--- src/rtl/lm_pkg.sv ---
package lm_pkg;
  localparam int CHAN_BITS = 8;
  localparam int NCLS = 4;
  // Strobes from scheduler to evaluator
  typedef struct packed {
    logic                 check;
    logic [CHAN_BITS-1:0] chan;
  } chkStrobe_t;
endpackage

--- src/rtl/lm_sched.sv ---
module lm_sched
  import lm_pkg::*;
#(
  parameter int NUM_RAILS = 4,
  parameter int NUM_TEMPS = 5,
  parameter int TICK_DIV  = 100,
  parameter int VOUT_US   = 200,
  parameter int VIN_US    = 1000,
  parameter int TEMP_US   = 100000,
  parameter int RAIL_W    = $clog2(NUM_RAILS + 1)
) (
  input  logic              clk,
  input  logic              rstN,
  input  logic [RAIL_W-1:0] activeRails,
  output chkStrobe_t        strobe
);
  localparam int DIV_W  = $clog2(TICK_DIV + 1);
  localparam int CUR_MX = VOUT_US * NUM_RAILS;
  localparam int LIM_A  = (CUR_MX > VIN_US) ? CUR_MX : VIN_US;
  localparam int LIM_MX = (LIM_A > TEMP_US) ? LIM_A : TEMP_US;
  localparam int CNT_W  = $clog2(LIM_MX + 1);

  logic [DIV_W-1:0] divCnt;
  logic             tick;
  logic [RAIL_W-1:0] arEff;
  logic [CNT_W-1:0] lim [NCLS];
  logic [NCLS-1:0]  due, pend, grantOh;
  logic [CHAN_BITS-1:0] base [NCLS];
  logic [CHAN_BITS-1:0] last [NCLS];
  logic [CHAN_BITS-1:0] idx, lastIdx, grantBase, grantLast;
  logic             busy, start;

  always_comb begin
    if (activeRails == '0) arEff = RAIL_W'(1);
    else if (int'(activeRails) > NUM_RAILS) arEff = RAIL_W'(NUM_RAILS);
    else arEff = activeRails;
  end

  assign tick = (divCnt == DIV_W'(TICK_DIV - 1));

  always_ff @(posedge clk) begin
    if (!rstN || tick) divCnt <= '0;
    else divCnt <= divCnt + 1'b1;
  end

  always_comb begin
    lim[0]  = CNT_W'(VOUT_US);
    lim[1]  = CNT_W'(VOUT_US * int'(arEff));
    lim[2]  = CNT_W'(VIN_US);
    lim[3]  = CNT_W'(TEMP_US);
    base[0] = '0;
    base[1] = CHAN_BITS'(NUM_RAILS);
    base[2] = CHAN_BITS'(2 * NUM_RAILS);
    base[3] = CHAN_BITS'(2 * NUM_RAILS + 1);
    last[0] = CHAN_BITS'(int'(arEff) - 1);
    last[1] = CHAN_BITS'(NUM_RAILS + int'(arEff) - 1);
    last[2] = CHAN_BITS'(2 * NUM_RAILS);
    last[3] = CHAN_BITS'(2 * NUM_RAILS + NUM_TEMPS);
  end

  // One interval counter per measurement class
  for (genvar g = 0; g < NCLS; g++) begin : gInterval
    logic [CNT_W-1:0] ivCnt;
    logic             wrap;
    assign wrap   = (ivCnt >= lim[g] - 1'b1);
    assign due[g] = tick && wrap;
    always_ff @(posedge clk) begin
      if (!rstN) ivCnt <= '0;
      else if (tick) ivCnt <= wrap ? '0 : ivCnt + 1'b1;
    end
  end

  // Fixed priority: lowest class number wins
  always_comb begin
    grantOh   = '0;
    grantBase = '0;
    grantLast = '0;
    for (int i = NCLS - 1; i >= 0; i--) begin
      if (pend[i]) begin
        grantOh   = NCLS'(1) << i;
        grantBase = base[i];
        grantLast = last[i];
      end
    end
  end

  assign start = !busy && (pend != '0);

  always_ff @(posedge clk) begin
    if (!rstN) begin
      pend    <= '0;
      busy    <= 1'b0;
      idx     <= '0;
      lastIdx <= '0;
    end else begin
      pend <= (pend & ~(start ? grantOh : '0)) | due;
      if (start) begin
        busy    <= 1'b1;
        idx     <= grantBase;
        lastIdx <= grantLast;
      end else if (busy) begin
        if (idx == lastIdx) busy <= 1'b0;
        else idx <= idx + 1'b1;
      end
    end
  end

  assign strobe.check = busy;
  assign strobe.chan  = idx;
endmodule

--- src/rtl/lm_eval.sv ---
module lm_eval
  import lm_pkg::*;
#(
  parameter int NCH  = 14,
  parameter int W    = 12,
  parameter int CH_W = $clog2(NCH)
) (
  input  logic            clk,
  input  logic            rstN,
  input  chkStrobe_t      strobe,
  input  logic [NCH*W-1:0] adcData,
  input  logic [NCH*W-1:0] faultHiLim,
  input  logic [NCH*W-1:0] faultLoLim,
  input  logic [NCH*W-1:0] warnHiLim,
  input  logic [NCH*W-1:0] warnLoLim,
  input  logic [NCH-1:0]  clrIn,
  output logic [NCH-1:0]  warnFlags,
  output logic [NCH-1:0]  faultFlags,
  output logic            faultEvt,
  output logic [CH_W-1:0] faultChan
);
  logic [NCH-1:0]  hitOh;
  logic [W-1:0]    rd, fHi, fLo, wHi, wLo;
  logic [CH_W-1:0] chanEnc;
  logic            isFault, isWarn, newFault;

  always_comb begin
    hitOh   = '0;
    rd      = '0;
    fHi     = '0;
    fLo     = '0;
    wHi     = '0;
    wLo     = '0;
    chanEnc = '0;
    for (int i = 0; i < NCH; i++) begin
      if (strobe.check && strobe.chan == CHAN_BITS'(i)) begin
        hitOh[i] = 1'b1;
        rd       = adcData[i*W +: W];
        fHi      = faultHiLim[i*W +: W];
        fLo      = faultLoLim[i*W +: W];
        wHi      = warnHiLim[i*W +: W];
        wLo      = warnLoLim[i*W +: W];
        chanEnc  = CH_W'(i);
      end
    end
  end

  assign isFault  = (hitOh != '0) && ((rd > fHi) || (rd < fLo));
  assign isWarn   = (hitOh != '0) && ((rd > wHi) || (rd < wLo));
  assign newFault = isFault && ((hitOh & ~faultFlags) != '0);

  always_ff @(posedge clk) begin
    if (!rstN) begin
      warnFlags  <= '0;
      faultFlags <= '0;
      faultEvt   <= 1'b0;
      faultChan  <= '0;
    end else begin
      faultFlags <= (faultFlags & ~clrIn) | (isFault ? hitOh : '0);
      warnFlags  <= (warnFlags & ~clrIn) | (isWarn ? hitOh : '0);
      faultEvt   <= newFault;
      faultChan  <= chanEnc;
    end
  end
endmodule

--- src/rtl/limit_monitor.sv ---
module limit_monitor
  import lm_pkg::*;
#(
  parameter int NUM_RAILS = 4,
  parameter int NUM_TEMPS = 5,
  parameter int W         = 12,
  parameter int TICK_DIV  = 100,
  parameter int VOUT_US   = 200,
  parameter int VIN_US    = 1000,
  parameter int TEMP_US   = 100000,
  localparam int NCH      = 2 * NUM_RAILS + 1 + NUM_TEMPS,
  localparam int CH_W     = $clog2(NCH),
  localparam int RAIL_W   = $clog2(NUM_RAILS + 1)
) (
  input  logic              clk,
  input  logic              rstN,
  input  logic [RAIL_W-1:0] activeRails,
  input  logic [NCH*W-1:0]  adcData,
  input  logic [NCH*W-1:0]  faultHiLim,
  input  logic [NCH*W-1:0]  faultLoLim,
  input  logic [NCH*W-1:0]  warnHiLim,
  input  logic [NCH*W-1:0]  warnLoLim,
  input  logic [NCH-1:0]    clrIn,
  output logic [NCH-1:0]    warnFlags,
  output logic [NCH-1:0]    faultFlags,
  output logic              faultEvt,
  output logic [CH_W-1:0]   faultChan
);
  chkStrobe_t strobe;

  lm_sched #(
    .NUM_RAILS(NUM_RAILS), .NUM_TEMPS(NUM_TEMPS), .TICK_DIV(TICK_DIV),
    .VOUT_US(VOUT_US), .VIN_US(VIN_US), .TEMP_US(TEMP_US), .RAIL_W(RAIL_W)
  ) u_sched (
    .clk(clk), .rstN(rstN), .activeRails(activeRails), .strobe(strobe)
  );

  lm_eval #(.NCH(NCH), .W(W), .CH_W(CH_W)) u_eval (
    .clk(clk), .rstN(rstN), .strobe(strobe), .adcData(adcData),
    .faultHiLim(faultHiLim), .faultLoLim(faultLoLim),
    .warnHiLim(warnHiLim), .warnLoLim(warnLoLim), .clrIn(clrIn),
    .warnFlags(warnFlags), .faultFlags(faultFlags),
    .faultEvt(faultEvt), .faultChan(faultChan)
  );
endmodule

--- config.mk ---
export PLATFORM = sky130hd
export DESIGN_NAME = limit_monitor
export DESIGN_NICKNAME = d
export VERILOG_FILES = /design/src/rtl/lm_pkg.sv /design/src/rtl/lm_sched.sv /design/src/rtl/lm_eval.sv /design/src/rtl/limit_monitor.sv
export SDC_FILE = /design/constraint.sdc
export NUM_CORES = 1
export LEC_CHECK = 0
export BUFFER_PORTS_ARGS = -buffer_cell sky130_fd_sc_hd__buf_2
export CAP_MARGIN = 20
export CORE_AREA = 2 2 347 349
export DETAILED_ROUTE_END_ITERATION = 16
export DIE_AREA = 0 0 349 351
export GPL_TIMING_DRIVEN = 0
export PLACE_DENSITY_LB_ADDON = 0.05
export SLEW_MARGIN = 40
export SYNTH_ARGS = -nofsm -noshare
export SYNTH_HDL_FRONTEND = slang
export SYNTH_HIERARCHICAL = 1
export SYNTH_SLANG_ARGS = --single-unit
--- constraint.sdc ---
create_clock -name clk -period 13.7 [get_ports clk]
set_input_delay 1.37 -clock clk [delete_from_list [all_inputs] [get_ports clk]]
set_output_delay 1.37 -clock clk [all_outputs]
set_load 0.01 [all_outputs]
==> impl_metrics.yaml <==
outcome:
  status: "complete, no violations"
route:
  vias: 21280
  drc: 0
  avgViaCountPerCell: 4.692
  wl_per_cell_um: 33.72
  wl_um: 152900
  drtPass1Iterations: 8
  first_iter_violations: 1791
  antenna_left: 0
critical_path:
  worst-path-max-fanout: 10
  crit_buf_inv: 10
  worstSetupPathType: "flip-flop to flip-flop"
  start_kind: "flip-flop"
  cp.required_ns: 14.03
  cp_top_family: "buffers and inverters"
  crit_chain: "buf_2, buf_2, buf_2, buf_2, buf_4, buf_2, buf_2, buf_2, buf_2, mux2i_1, o21ai_0, o21ai_0, a21oi_1, ha_1, nand4_1, nor2_1, nor2_1, nand2_1, a21o_1, o2111a_1, o31ai_2, nand3_2, buf_6, a31o_1"
  slowest_stage: "a21oi_1"
  path_common_cell: "buf_2"
  arrival_ns: 9.32
  cp-end-kind: "flip-flop"
  path_depth: 24
  cpPeakStageDelay_ns: 0.68
  r2r_cells: 24
power_and_ir_drop:
  p_leak_uw: 0.009324
  p_seq_frac: 0.360
  power.switching_uw: 281.7
  ir_worst_vdd_uv: 58.61
  finalPower_uw: 1024
  p_per_area_nw_per_um2: 46.93
  power_frac_clock: 0.446
  switching_share: 0.2751
  combPwrFrac: 0.194
  intPower_uw: 742.0
floorplanning:
  std_cell_rows: 127
  pin_count: 892
  die_h_um: 351
  start_util: 0.1216
  dieArea_sq_um: 122500
  design.core.area_sq_um: 119000
  die-width_um: 349
global_route:
  grt_start_max_net_pins: 17
  track_usage: 0.2357
  overflow: 0
  grt_pass1_vias: 21210
  antenna_found_initial: 51
  grt_pass1_wl_um: 196100
clocking:
  post-cts-setup-buffers: 0
  cts.htree.levels: 4
  clk_latency_ns: 0.43
  clockBufferDepth: 2
  ctsRootBufferMaster: "clkbuf_16"
  clock_sinks: 126
  cts_buffers: 17
  cts_resized: 0
  cts_tree: "yes"
  cts_hold_buf: 0
  clkTransAtPathRegs_ns: 0.06
timing:
  worst-slew-pin-transition_ns: 1.007
  drv_slew: 0
  slew_headroom: 0.3288
  period_minus_slack_ns: 8.994
  worst_slack_ns: 4.706
  rsz0062_at_grt: "no"
  post-route-period-util: 0.6565
  hold_viol: 0
  setup_viol: 0
  tns_ns: 0
  fin_skew_ns: 0.01458
  fmax_ghz: 0.1112
placement:
  dp_slack_ns: 4.615
  post-dp-hpwl_um: 130400
  port_buffers: 891
  dpl_cell_area_sq_um: 21190
  globalplace.congestion: 0.9041
yosys:
  synth_ff_type: "dfxtp_1"
  synthTopCellsByArea: "dfxtp_1, mux2i_1, o21ai_0"
  ys_seq_area_frac: 0.1743
  synth.distinct_cells: 100
  yosysTopAreaCellShare: 0.1743
  syn_avg_cell_area_sq_um: 7.090
  async_flop_share: 0
  synthCells: 2041
  synth_edf_count: 0
  synth_warnings: 6
  ys_ff_latch: 126
  synth_area_sq_um: 14470
  synth_nets: 2955
  synth_top_cell_by_area: "dfxtp_1"
cells_and_area:
  layout-drive-gt1-share: 0.3839
  syn_to_final_growth_pct: 50.76
  nets: 3874
  fin_area_sq_um: 21810
  final_util: 0.1833
run:
  drv_cap: 0
hold_path:
  hp-class: "flip-flop to flip-flop"
  min_path_cells: 1
-- cell families after synthesis --
group	count (synthesis)	synth area share
flip-flops	126	0.1743
other	1	0.0002592
buffers and inverters	188	0.05672
multiplexers	161	0.1178
AND/OR/NAND/NOR	725	0.2477
XOR/XNOR	53	0.03208
AO/OA/AOI/OAI	728	0.3206
adder cells (fa/ha/maj)	59	0.05050
-- worst reg2reg max path: stages (launching register included) --
cell and delay, ns:
dfxtp_1 0.53, buf_2 0.35, buf_2 0.40, buf_2 0.44, buf_2 0.34, buf_4 0.26
buf_2 0.51, buf_2 0.53, buf_2 0.56, buf_2 0.62, mux2i_1 0.28, o21ai_0 0.59
o21ai_0 0.26, a21oi_1 0.68, ha_1 0.36, nand4_1 0.11, nor2_1 0.06, nor2_1 0.08
nand2_1 0.06, a21o_1 0.18, o2111a_1 0.27, o31ai_2 0.33, nand3_2 0.48, buf_6 0.39
a31o_1 0.23
-- routing by layer --
metal	vias up	global-route usage	wire, um
li1	9542	-	-
met1	10630	0.3362	72930
met2	959	0.3824	69530
met3	113	0.03638	8601
met4	32	0.02498	1644
met5	-	0	195
-- layout make-up --
type / count / area (sq um)
Buffer: 163 / 789.5
Inverter: 25 / 93.84
Timing Repair Buffer: 900 / 4592
Clock buffer: 18 / 429.2
Clock inverter: 13 / 142.6
Antenna cell: 15 / 37.54
Fill cell: 13880 / 97200
Multi-Input combinational cell: 1727 / 11270
Tap cell: 1548 / 1937
Sequential cell: 126 / 2522
-- path summary, 6_finish.rpt --
kind                                                   start                               end  slack, ns
worst max-delay path             u_sched/idx[0]$_SDFFE_PN0P_  u_eval/faultFlags[11]$_SDFF_PN0_       4.71
worst max register to register   u_sched/idx[0]$_SDFFE_PN0P_  u_eval/faultFlags[11]$_SDFF_PN0_       4.71
worst min register to register  u_sched/divCnt[0]$_SDFF_PP0_      u_sched/divCnt[0]$_SDFF_PP0_       0.46
worst min-delay path            u_sched/divCnt[0]$_SDFF_PP0_      u_sched/divCnt[0]$_SDFF_PP0_       0.46
-- stage by stage --
stage	hold slack (ns)	instances
6_report	0.4552	4535
5_1_grt	0.4848	4525
4_1_cts	0.4615	4519
3_5_place_dp	0.4495	4488
3_3_place_gp	0.4410	4480
2_1_floorplan	0.4132	2041
-- registers in the layout, indices dropped and copies added, names as in the netlist --
register                 flops
u_sched/idx                  8
u_eval/faultFlags           14
u_sched/pend                 4
u_sched/divCnt               7
u_eval/faultChan             4
u_sched/gInterval.ivCnt     68
u_eval/warnFlags            14
u_eval/faultEvt              1
u_sched/busy                 1
u_sched/lastIdx              5
-- cell usage in the layout (no fill, tap or decap), types with 22 or more instances in the layout --
master,n
a211oi_1,34
clkbuf_1,51
o22ai_1,36
nor2_1,198
dfxtp_1,126
mux2i_1,123
nand3_1,74
o21ai_0,203
a31oi_1,39
xnor2_1,33
inv_1,25
nor3_1,40
nand2_1,204
clkbuf_2,43
a31o_1,22
a21oi_1,182
and3b_1,22
ha_1,55
and3_1,28
nand4_1,23
mux2_2,34
buf_2,950
nor2b_1,29
-- synth_stat cells (25+ instances only) --
master,instances
a31oi_1,40
o21ai_0,210
xnor2_1,33
mux2_2,34
nand3_1,75
a211oi_1,35
mux2i_1,123
inv_1,25
a21oi_1,184
and3_1,28
nor3_1,41
clkbuf_1,92
dfxtp_1,126
nor2_1,203
ha_1,55
o22ai_1,37
nand2_1,204
buf_2,50
nor2b_1,29
-- power groups by stage --
stage	sequential, uW	clock (uW)	combinational [uW]
final	368	457	199
after global routing	368	492	213
after CTS	368	477	200
after detailed placement	376	0	199
after global placement	376	0	198
after floorplan	376	0	37.3
Note: power is estimated with default switching activity, not from simulation.
